===== src/rtl/dwf_pkg.sv =====
package dwf_pkg;

    localparam int WORD_W      = 32;
    localparam int HALF_W      = WORD_W / 2;
    localparam int FIFO_DEPTH  = 8;
    localparam int FLAG_THRESH = 4;

    typedef logic [WORD_W-1:0] word_t;
    typedef logic [HALF_W-1:0] half_t;

    // position of a half inside a word transfer sequence
    typedef enum logic {
        POS_FIRST  = 1'b0,
        POS_SECOND = 1'b1
    } hpos_t;

    typedef struct packed {
        logic full;
        logic empty;
        logic room4;
        logic fill4;
    } flags_t;

    // true when the given position maps to the upper physical half
    function automatic logic pos_is_upper(hpos_t p, logic adv_upper);
        return (p == POS_SECOND) == adv_upper;
    endfunction

    function automatic word_t merge_halves(half_t first_h, half_t second_h, logic adv_upper);
        return adv_upper ? {second_h, first_h} : {first_h, second_h};
    endfunction

    function automatic half_t pick_half(word_t w, hpos_t p, logic adv_upper);
        return pos_is_upper(p, adv_upper) ? w[WORD_W-1:HALF_W] : w[HALF_W-1:0];
    endfunction

endpackage


===== src/rtl/dwf_store.sv =====
module dwf_store
    import dwf_pkg::*;
#(
    parameter int DEPTH  = FIFO_DEPTH,
    parameter int THRESH = FLAG_THRESH
) (
    input  logic   clk,
    input  logic   rst,
    input  logic   clr,
    input  logic   push,
    input  word_t  push_word,
    input  logic   pop,
    output word_t  head,
    output flags_t flags
);
    localparam int AW = $clog2(DEPTH);
    localparam int PW = AW + 1;

    logic [PW-1:0] wptr, rptr, count;
    word_t         mem [DEPTH];

    assign count = wptr - rptr;

    always_ff @(posedge clk) begin
        if (rst || clr) begin
            wptr <= '0;
            rptr <= '0;
        end else begin
            if (push) wptr <= wptr + PW'(1);
            if (pop)  rptr <= rptr + PW'(1);
        end
    end

    always_ff @(posedge clk) begin
        if (push && !clr && !rst) mem[wptr[AW-1:0]] <= push_word;
    end

    assign head        = mem[rptr[AW-1:0]];
    assign flags.full  = (count == PW'(DEPTH));
    assign flags.empty = (count == '0);
    assign flags.room4 = ((PW'(DEPTH) - count) >= PW'(THRESH));
    assign flags.fill4 = (count >= PW'(THRESH));

    // no slot is written while full
    p_no_overflow_r6: assert property (@(posedge clk) disable iff (rst)
        (flags.full && !clr) |=> (wptr == $past(wptr)));

    // the read pointer never moves while empty
    p_no_underflow_r7: assert property (@(posedge clk) disable iff (rst)
        (flags.empty && !clr) |=> (rptr == $past(rptr)));

    // clearing leaves the store empty
    p_clr_empty_r10: assert property (@(posedge clk) disable iff (rst)
        clr |=> (flags.empty && !flags.full));

    // push with pop keeps occupancy
    p_pushpop_r9: assert property (@(posedge clk) disable iff (rst)
        (push && pop && !clr) |=> (count == $past(count)));

endmodule


===== src/rtl/dwf_wr_side.sv =====
module dwf_wr_side
    import dwf_pkg::*;
(
    input  logic  clk,
    input  logic  rst,
    input  logic  clr,
    input  logic  wide,
    input  logic  adv_upper,
    input  logic  wr_en,
    input  word_t wr_data,
    input  logic  full,
    output logic  push,
    output word_t push_word,
    output hpos_t pos
);
    logic  accept;
    half_t hold;
    half_t in_half;

    assign in_half = wr_data[HALF_W-1:0];
    assign accept  = wr_en && !full;
    assign push    = accept && (wide || pos == POS_SECOND);
    assign push_word = wide ? wr_data : merge_halves(hold, in_half, adv_upper);

    always_ff @(posedge clk) begin
        if (rst || clr) begin
            pos <= POS_FIRST;
        end else if (accept && !wide) begin
            pos <= (pos == POS_FIRST) ? POS_SECOND : POS_FIRST;
        end
    end

    always_ff @(posedge clk) begin
        if (rst) begin
            hold <= '0;
        end else if (accept && !wide && pos == POS_FIRST) begin
            hold <= in_half;
        end
    end

    // a refused write does not move the write position
    p_wpos_hold_r6: assert property (@(posedge clk) disable iff (rst)
        (wr_en && full && !clr) |=> (pos == $past(pos)));

endmodule


===== src/rtl/dwf_rd_side.sv =====
module dwf_rd_side
    import dwf_pkg::*;
(
    input  logic  clk,
    input  logic  rst,
    input  logic  clr,
    input  logic  wide,
    input  logic  adv_upper,
    input  logic  rd_en,
    input  logic  empty,
    input  word_t head,
    output logic  pop,
    output word_t rd_data,
    output hpos_t pos
);
    logic accept;

    assign accept  = rd_en && !empty;
    assign pop     = accept && (wide || pos == POS_SECOND);
    assign rd_data = wide ? head : {{HALF_W{1'b0}}, pick_half(head, pos, adv_upper)};

    always_ff @(posedge clk) begin
        if (rst || clr) begin
            pos <= POS_FIRST;
        end else if (accept && !wide) begin
            pos <= (pos == POS_FIRST) ? POS_SECOND : POS_FIRST;
        end
    end

    // a refused read does not move the read position
    p_rpos_hold_r7: assert property (@(posedge clk) disable iff (rst)
        (rd_en && empty && !clr) |=> (pos == $past(pos)));

endmodule


===== src/rtl/dwf_port.sv =====
module dwf_port
    import dwf_pkg::*;
(
    input  logic                clk,
    input  logic                rst,
    input  logic                flag_clr,
    input  logic                wide_mode,
    input  logic                adv_on_upper,
    input  logic                wr_en,
    input  logic [WORD_W-1:0]   wr_data,
    input  logic                rd_en,
    output logic [WORD_W-1:0]   rd_data,
    output logic                full,
    output logic                empty,
    output logic                room4,
    output logic                fill4
);
    logic   push, pop;
    word_t  push_word, head;
    flags_t flags;
    hpos_t  wpos, rpos;

    dwf_wr_side u_wr (
        .clk       (clk),
        .rst       (rst),
        .clr       (flag_clr),
        .wide      (wide_mode),
        .adv_upper (adv_on_upper),
        .wr_en     (wr_en),
        .wr_data   (wr_data),
        .full      (flags.full),
        .push      (push),
        .push_word (push_word),
        .pos       (wpos)
    );

    dwf_rd_side u_rd (
        .clk       (clk),
        .rst       (rst),
        .clr       (flag_clr),
        .wide      (wide_mode),
        .adv_upper (adv_on_upper),
        .rd_en     (rd_en),
        .empty     (flags.empty),
        .head      (head),
        .pop       (pop),
        .rd_data   (rd_data),
        .pos       (rpos)
    );

    dwf_store #(
        .DEPTH  (FIFO_DEPTH),
        .THRESH (FLAG_THRESH)
    ) u_store (
        .clk       (clk),
        .rst       (rst),
        .clr       (flag_clr),
        .push      (push),
        .push_word (push_word),
        .pop       (pop),
        .head      (head),
        .flags     (flags)
    );

    assign full  = flags.full;
    assign empty = flags.empty;
    assign room4 = flags.room4;
    assign fill4 = flags.fill4;

    // width changes only at a word boundary on both sides
    p_mode_change_r11: assert property (@(posedge clk) disable iff (rst)
        !$stable(wide_mode) |-> (wpos == POS_FIRST && rpos == POS_FIRST));

    // order setting changes only at a word boundary on both sides
    p_adv_change_r11: assert property (@(posedge clk) disable iff (rst)
        !$stable(adv_on_upper) |-> (wpos == POS_FIRST && rpos == POS_FIRST));

endmodule


===== config.mk =====
export PLATFORM = sky130hd
export DESIGN_NAME = dwf_port
export DESIGN_NICKNAME = d
export VERILOG_FILES = /design/src/rtl/dwf_pkg.sv /design/src/rtl/dwf_store.sv /design/src/rtl/dwf_wr_side.sv /design/src/rtl/dwf_rd_side.sv /design/src/rtl/dwf_port.sv
export SDC_FILE = /design/constraint.sdc
export NUM_CORES = 1
export LEC_CHECK = 0
export ABC_AREA = 1
export CORE_AREA = 2 2 205 207
export CTS_CLUSTER_SIZE = 16
export DETAILED_ROUTE_END_ITERATION = 8
export DIE_AREA = 0 0 207 209
export DONT_BUFFER_PORTS = 1
export GPL_ROUTABILITY_DRIVEN = 0
export PLACE_DENSITY = 0.43
export SYNTH_ARGS = -nofsm -noshare
export SYNTH_HDL_FRONTEND = slang
export SYNTH_SLANG_ARGS = --single-unit
export TNS_END_PERCENT = 30

===== constraint.sdc =====
create_clock -name clk -period 5.06 [get_ports clk]
set_clock_uncertainty 0.05 [all_clocks]
set_input_delay 1.012 -clock clk [delete_from_list [all_inputs] [get_ports clk]]
set_output_delay 1.012 -clock clk [all_outputs]
set_load 0.03 [all_outputs]

== Yosys cells after proc, flatten, opt, wreduce, memory -nomap -nowiden ==
Memories as Yosys holds them, arrays and structs flattened. A register that Yosys moved wholly into a read port is not among the register bits.
Cells that the tools add are included.
Cells by class
  add/subtract/negate cells: 4
  $mul: 0
  div/mod/pow operators: 0
  order comparisons: 2
  equality and inequality tests: 2
  shift operators: 0
  muxes and demuxes: 10
  bitwise operators: 1
  reductions and logical operators: 18
Operator list (count)
  $mux W32: 3
  $mux W16: 1
  $logic_and A1 B1 Y1: 9
  $add A4 B1 Y4 const B: 2
  $ge A4 B3 Y1 const B: 2
  $mux W3: 2
  $logic_not A1 Y1: 5
  $eq A4 B4 Y1 const B: 1
  $logic_not A4 Y1: 1
  $mux W1: 4
  $sub A4 B4 Y4: 1
  $sub A4 B4 Y4 const A: 1
  $logic_or A1 B1 Y1: 3
  $eq A1 B1 Y1: 1
  $not A1 Y1: 1
Word-level totals
  register bits after elaboration: 26
  bits in latches: 0
  bits in writable memories: 256
  memory bits (read-only): 0
  input port bits: 39
  logic and storage cells: 43
  memories kept: 1
Memories
  u_store.mem: depth 8, width 32, read ports 1, clocked after Yosys merged registers in 1, wr ports 1, RTL line dwf_store.sv:20  | word_t mem [DEPTH];

== Longest topological paths before layout ==
  word-level depth: 9
  mapped depth: 13
  gate-level depth less buffers: 12

== Hierarchy ==
Synthesis repeated with hierarchy kept, for this count alone.
Unflattened totals
  cell total of the unflattened synthesis: 1205
  area, all modules: 12509.5 um^2
By module, submodules not included
  dwf_store: times used 1, cells each 878, area an instance 10649.0 um^2, seq. area each 7907.6 um^2
  dwf_wr_side: times used 1, cells each 223, area an instance 1361.3 um^2, seq. area each 340.3 um^2
  dwf_rd_side: times used 1, cells each 104, area an instance 499.2 um^2, seq. area each 20.0 um^2

== Worst setup path before layout ==
OpenSTA, ideal clock, no wires.
  path kind: reg-to-reg
  start: register u_store.wptr[0]
  end: memory u_store.mem[0][0] in the netlist's numbering (enable)
  library setup time: 421 ps
  data arrival time: 3096 ps
  slack: 1493 ps
  stages on the path, launching flop included: 13
  buffers on the path: 0
  cells stage by stage: dfxtp_1 inv_1 ha_1 fa_1 inv_1 nand2_1 nand2_1 nor2_4 nand3_4 nand3_2 inv_1 nand2_1 nor2_1
Between the ends
  cells in the longest elaborated chain, start to end: 9
RTL lines
  start, declared: RTL line dwf_store.sv:19  | logic [PW-1:0] wptr, rptr, count;
  start signal, assigned: RTL line dwf_store.sv:29  | if (push) wptr <= wptr + PW'(1);
  $sub A4 B4 Y4: RTL line dwf_store.sv:22  | assign count = wptr - rptr;
  $eq A4 B4 Y1: RTL line dwf_store.sv:39  | assign flags.full = (count == PW'(DEPTH));
  $logic_not A1 Y1: RTL line dwf_wr_side.sv:21  | assign accept = wr_en && !full;
  $logic_and A1 B1 Y1: RTL line dwf_wr_side.sv:21
  $logic_and A1 B1 Y1: RTL line dwf_wr_side.sv:22  | assign push = accept && (wide || pos == POS_SECOND);
  $logic_and A1 B1 Y1 (2 in series): RTL line dwf_store.sv:35  | if (push && !clr && !rst) mem[wptr[AW-1:0]] <= push_word;
  $mux W1: RTL line dwf_store.sv:35
  $mux W1 (implied by the code): RTL line dwf_store.sv:35
  end, declared: RTL line dwf_store.sv:20
Parallel ways exist; a longest one is shown, timed or not.

==> impl_metrics.sql <==
INSERT INTO impl_metrics (metric_group, metric, value, unit) VALUES
('outcome', 'outcome', 'completed', ''),
('timing', 'fin_ws', '934', 'ps'),
('global_route', 'antenna_found_initial', '1', ''),
('finish', 'fillerInstances', '4171', ''),
('routing', 'drtAntennaViolNets', '0', ''),
('clock_network', 'ctsRootBufferMaster', 'sky130_fd_sc_hd__clkbuf_16', ''),
('placement', 'place_worst_setup_slack', '1190', 'ps'),
('routing', 'total_length_of_routed_wires', '35.2', 'mm'),
('global_route', 'grt_usage', '16.1', '%'),
('placement', 'detailedPlacementHpwl', '20.3', 'mm'),
('power_and_ir_drop', 'ir_drop_worst_case_vdd', '0.174', 'mV'),
('floorplanning', 'fp.dieW', '207', 'um'),
('global_route', 'pin_count_of_the_biggest_net_entering_global_routing', '129', ''),
('timing', 'unrepaired_setup_endpoints_after_global_routing', 'false', ''),
('clock_network', 'post_cts_buffers', '0', ''),
('finish', 'most_frequent_standard_cell_in_the_layout_excluding_fill_and_tap_cells', 'sky130_fd_sc_hd__edfxtp_1', ''),
('floorplanning', 'floorplan.rows', '75', ''),
('worst_setup_path', 'worst-endpoint-arrival', '3060', 'ps'),
('job', 'drv.max_cap_violation_count', '0', ''),
('logic_synthesis', 'synth_area', '12100', 'um2'),
('worst_setup_path', 'worstPathMaxFanout', '98', ''),
('routing', 'detail_route.wl_per_cell', '21.0', 'um'),
('timing', 'final.setup.tns', '0', 'ps'),
('timing', 'worst_slew_pin_slew', '1140', 'ps'),
('floorplanning', 'chipHeight', '209', 'um'),
('power_and_ir_drop', 'leakagePower', '0.00487', 'uW'),
('clock_network', 'cts.repair.resized', '0', ''),
('finish', 'finish.net_count', '1156', ''),
('finish', 'fin_util', '33.3', '%'),
('global_route', 'grt.overflow.total', '0', ''),
('timing', 'period_needed', '4130', 'ps'),
('global_route', 'grt_pass1_wl', '52.1', 'mm'),
('clock_network', 'cts_made_buffers', '34', ''),
('timing', 'fin_crit_sh', '81.5', '%'),
('worst_setup_path', 'critical_path_class', 'flip-flop to output pin', ''),
('floorplanning', 'core', '41300', 'um2'),
('logic_synthesis', 'ys_ff_latch', '285', ''),
('clock_network', 'cts_hold_buffers', '0', ''),
('finish', 'layout-area-overhead-vs-synth', '13.3', '%'),
('routing', 'detailedRoute.firstPassIterationCount', '5', ''),
('worst_setup_path', 'ff2ff_setup_slack', '1540', 'ps'),
('global_route', 'first_global_vias', '7850', ''),
('timing', 'fmax', '242', 'MHz'),
('clock_network', 'worst_skew_pair.late_latency', '500', 'ps'),
('timing', 'final-setup-viol-count', '0', ''),
('floorplanning', 'dieArea', '43300', 'um2'),
('routing', 'detailedRoute.firstIterationViolations', '557', ''),
('clock_network', 'clock_sinks', '285', ''),
('logic_synthesis', 'synth_fp_nets', '1171', ''),
('logic_synthesis', 'yosys_warnings', '0', ''),
('timing', 'holdWs', '409', 'ps'),
('hold_path', 'hold_path.class', 'flip-flop to flip-flop', ''),
('logic_synthesis', 'post_synth_num_cell_types', '30', ''),
('routing', 'route.detailed.drc', '0', ''),
('worst_setup_path', 'critPathLaunchType', 'flip-flop', ''),
('worst_setup_path', 'timing.critical_path.cells', 'inv_4 > buf_4 > nand2_1 > nand3_1 > nand3_1 > nand3_1 > o21ai_1 > inv_1', ''),
('worst_setup_path', 'critical_path.endpoint_type', 'output pin', ''),
('timing', 'timing.slew.headroom', '23.2', '%'),
('finish', 'post_route_cells_drive_above_1_share', '7.31', '%'),
('worst_setup_path', 'timing.critical_path.mode_cell', 'sky130_fd_sc_hd__nand3_1', ''),
('worst_setup_path', 'timing.critical_path.max_delay_family', 'buffers and inverters', ''),
('clock_network', 'htree_num_levels', '2', ''),
('worst_setup_path', 'cpPeakStageDelay', '770', 'ps'),
('finish', 'final_cell_mix', 'sky130_fd_sc_hd__edfxtp_1 (256), sky130_fd_sc_hd__nand2_1 (255), sky130_fd_sc_hd__nand3_1 (121), sky130_fd_sc_hd__nor2_1 (110), sky130_fd_sc_hd__o21ai_0 (74)', ''),
('clock_network', 'clk_transition_reported_paths', '60', 'ps'),
('logic_synthesis', 'seq_area_frac_synth', '68.1', '%'),
('timing', 'slew_violations', '0', ''),
('clock_network', 'tritoncts_clock_tree', 'yes', ''),
('routing', 'dr_total_vias', '8136', ''),
('power_and_ir_drop', 'power_per_cell_area', '388', 'nW/um2'),
('floorplanning', 'io-pin-count', '75', '');
-- registers in the layout, summed over array words and instances, names as in the netlist, named ones only --
register	flops
u_store.mem	256
u_wr.hold	16
u_store.rptr	4
u_store.wptr	4
u_rd.pos	1
u_wr.pos	1
-- routing by layer --
metal / track usage [%] / up-vias / share of wire, %
met5: 0 / - / 0.028
met4: 4.58 / 2 / 2.3
met3: 3.98 / 52 / 6.3
met2: 26.0 / 199 / 47
met1: 21.6 / 3971 / 45
li1: - / 3912 / -
-- kinds of logic (layout without fill, tap and decap cells) --
logic type      Yosys count  in the layout  synth area share, %
compound gates          200            200                 8.99
xor+xnor                  4              4                0.289
fa+ha+maj                 6              6                0.680
buf+inv                 122            131                 4.37
flops                   285            285                 68.1
simple gates            509            509                 17.6
-- Yosys cell counts --
| cell | n | area share [%] |
|---|---|---|
| sky130_fd_sc_hd__nand3_4 | 2 | 0.29 |
| sky130_fd_sc_hd__nand4_1 | 8 | 0.41 |
| sky130_fd_sc_hd__a21oi_2 | 1 | 0.072 |
| sky130_fd_sc_hd__inv_2 | 3 | 0.093 |
| sky130_fd_sc_hd__dfxtp_1 | 29 | 4.8 |
| sky130_fd_sc_hd__nor2_4 | 1 | 0.093 |
| sky130_fd_sc_hd__nand3_2 | 2 | 0.16 |
| sky130_fd_sc_hd__buf_6 | 3 | 0.28 |
| sky130_fd_sc_hd__clkbuf_2 | 1 | 0.041 |
| sky130_fd_sc_hd__inv_1 | 50 | 1.5 |
| sky130_fd_sc_hd__o22ai_1 | 31 | 1.6 |
| sky130_fd_sc_hd__o21ai_0 | 74 | 3.1 |
| sky130_fd_sc_hd__edfxtp_1 | 256 | 63 |
| sky130_fd_sc_hd__nor2_1 | 118 | 3.6 |
| sky130_fd_sc_hd__inv_4 | 1 | 0.052 |
| sky130_fd_sc_hd__ha_1 | 5 | 0.52 |
| sky130_fd_sc_hd__a21oi_1 | 37 | 1.5 |
| sky130_fd_sc_hd__o21ai_1 | 39 | 1.6 |
| sky130_fd_sc_hd__nand3_1 | 121 | 5.0 |
| sky130_fd_sc_hd__clkbuf_1 | 36 | 1.1 |
| sky130_fd_sc_hd__a22o_2 | 1 | 0.082 |
| sky130_fd_sc_hd__xor2_1 | 4 | 0.29 |
| sky130_fd_sc_hd__buf_4 | 8 | 0.49 |
| sky130_fd_sc_hd__o21a_1 | 16 | 0.99 |
| sky130_fd_sc_hd__nand2_2 | 2 | 0.10 |
| sky130_fd_sc_hd__buf_1 | 7 | 0.22 |
| sky130_fd_sc_hd__buf_2 | 13 | 0.54 |
| sky130_fd_sc_hd__fa_1 | 1 | 0.16 |
| sky130_fd_sc_hd__o211ai_1 | 1 | 0.062 |
| sky130_fd_sc_hd__nand2_1 | 255 | 7.9 |
-- where the power goes --
part	switching [uW]	total, uW	leakage [uW]	internal, uW
registers	6.88	2620	0.00255	2610
logic	306	390	0.00181	83.4
clock network	934	2330	0.000513	1390
-- final cells by class --
type / instances / area [um2] / share of cell area, %
clock buffer: 49 / 981 / 7.13
inverter: 54 / 208 / 1.51
tap: 539 / 674 / 4.90
timing repair buffer: 17 / 140 / 1.02
clock inverter: 11 / 71.3 / 0.519
multi-input combinational: 719 / 3400 / 24.7
sequential: 285 / 8270 / 60.2
-- path summary, 6_finish.rpt --
kind | to | from | cells after the start
hold reg to reg | u_rd.pos | u_rd.pos | 2
setup / recovery | rd_data[14] | flip-flop | 8
hold / removal | u_rd.pos | u_rd.pos | 2
setup reg to reg | u_store.mem[7][20] | u_store.wptr[0] | 13
-- through the flow --
stage / instance area (um2) / total power (uW) / cells
global placement: 12700 / 3060 / 1614
finish: 13800 / 5330 / 1674
detailed placement: 12700 / 3060 / 1614
global route: 13800 / 5520 / 1674
floorplan: 12100 / 2960 / 1126
CTS: 13800 / 5390 / 1674
-- worst register-to-register path: stages (launching register included) --
cell	delay, ps
sky130_fd_sc_hd__dfxtp_1	390
sky130_fd_sc_hd__inv_1	120
sky130_fd_sc_hd__ha_1	230
sky130_fd_sc_hd__fa_1	440
sky130_fd_sc_hd__inv_1	60
sky130_fd_sc_hd__nand2_1	60
sky130_fd_sc_hd__nand2_1	120
sky130_fd_sc_hd__nor2_4	60
sky130_fd_sc_hd__nand3_4	140
sky130_fd_sc_hd__nand3_2	150
sky130_fd_sc_hd__inv_1	110
sky130_fd_sc_hd__nand2_1	130
sky130_fd_sc_hd__nor2_4	670
sky130_fd_sc_hd__buf_4	450
No activity file was read; power rests on OpenSTA's default activity.
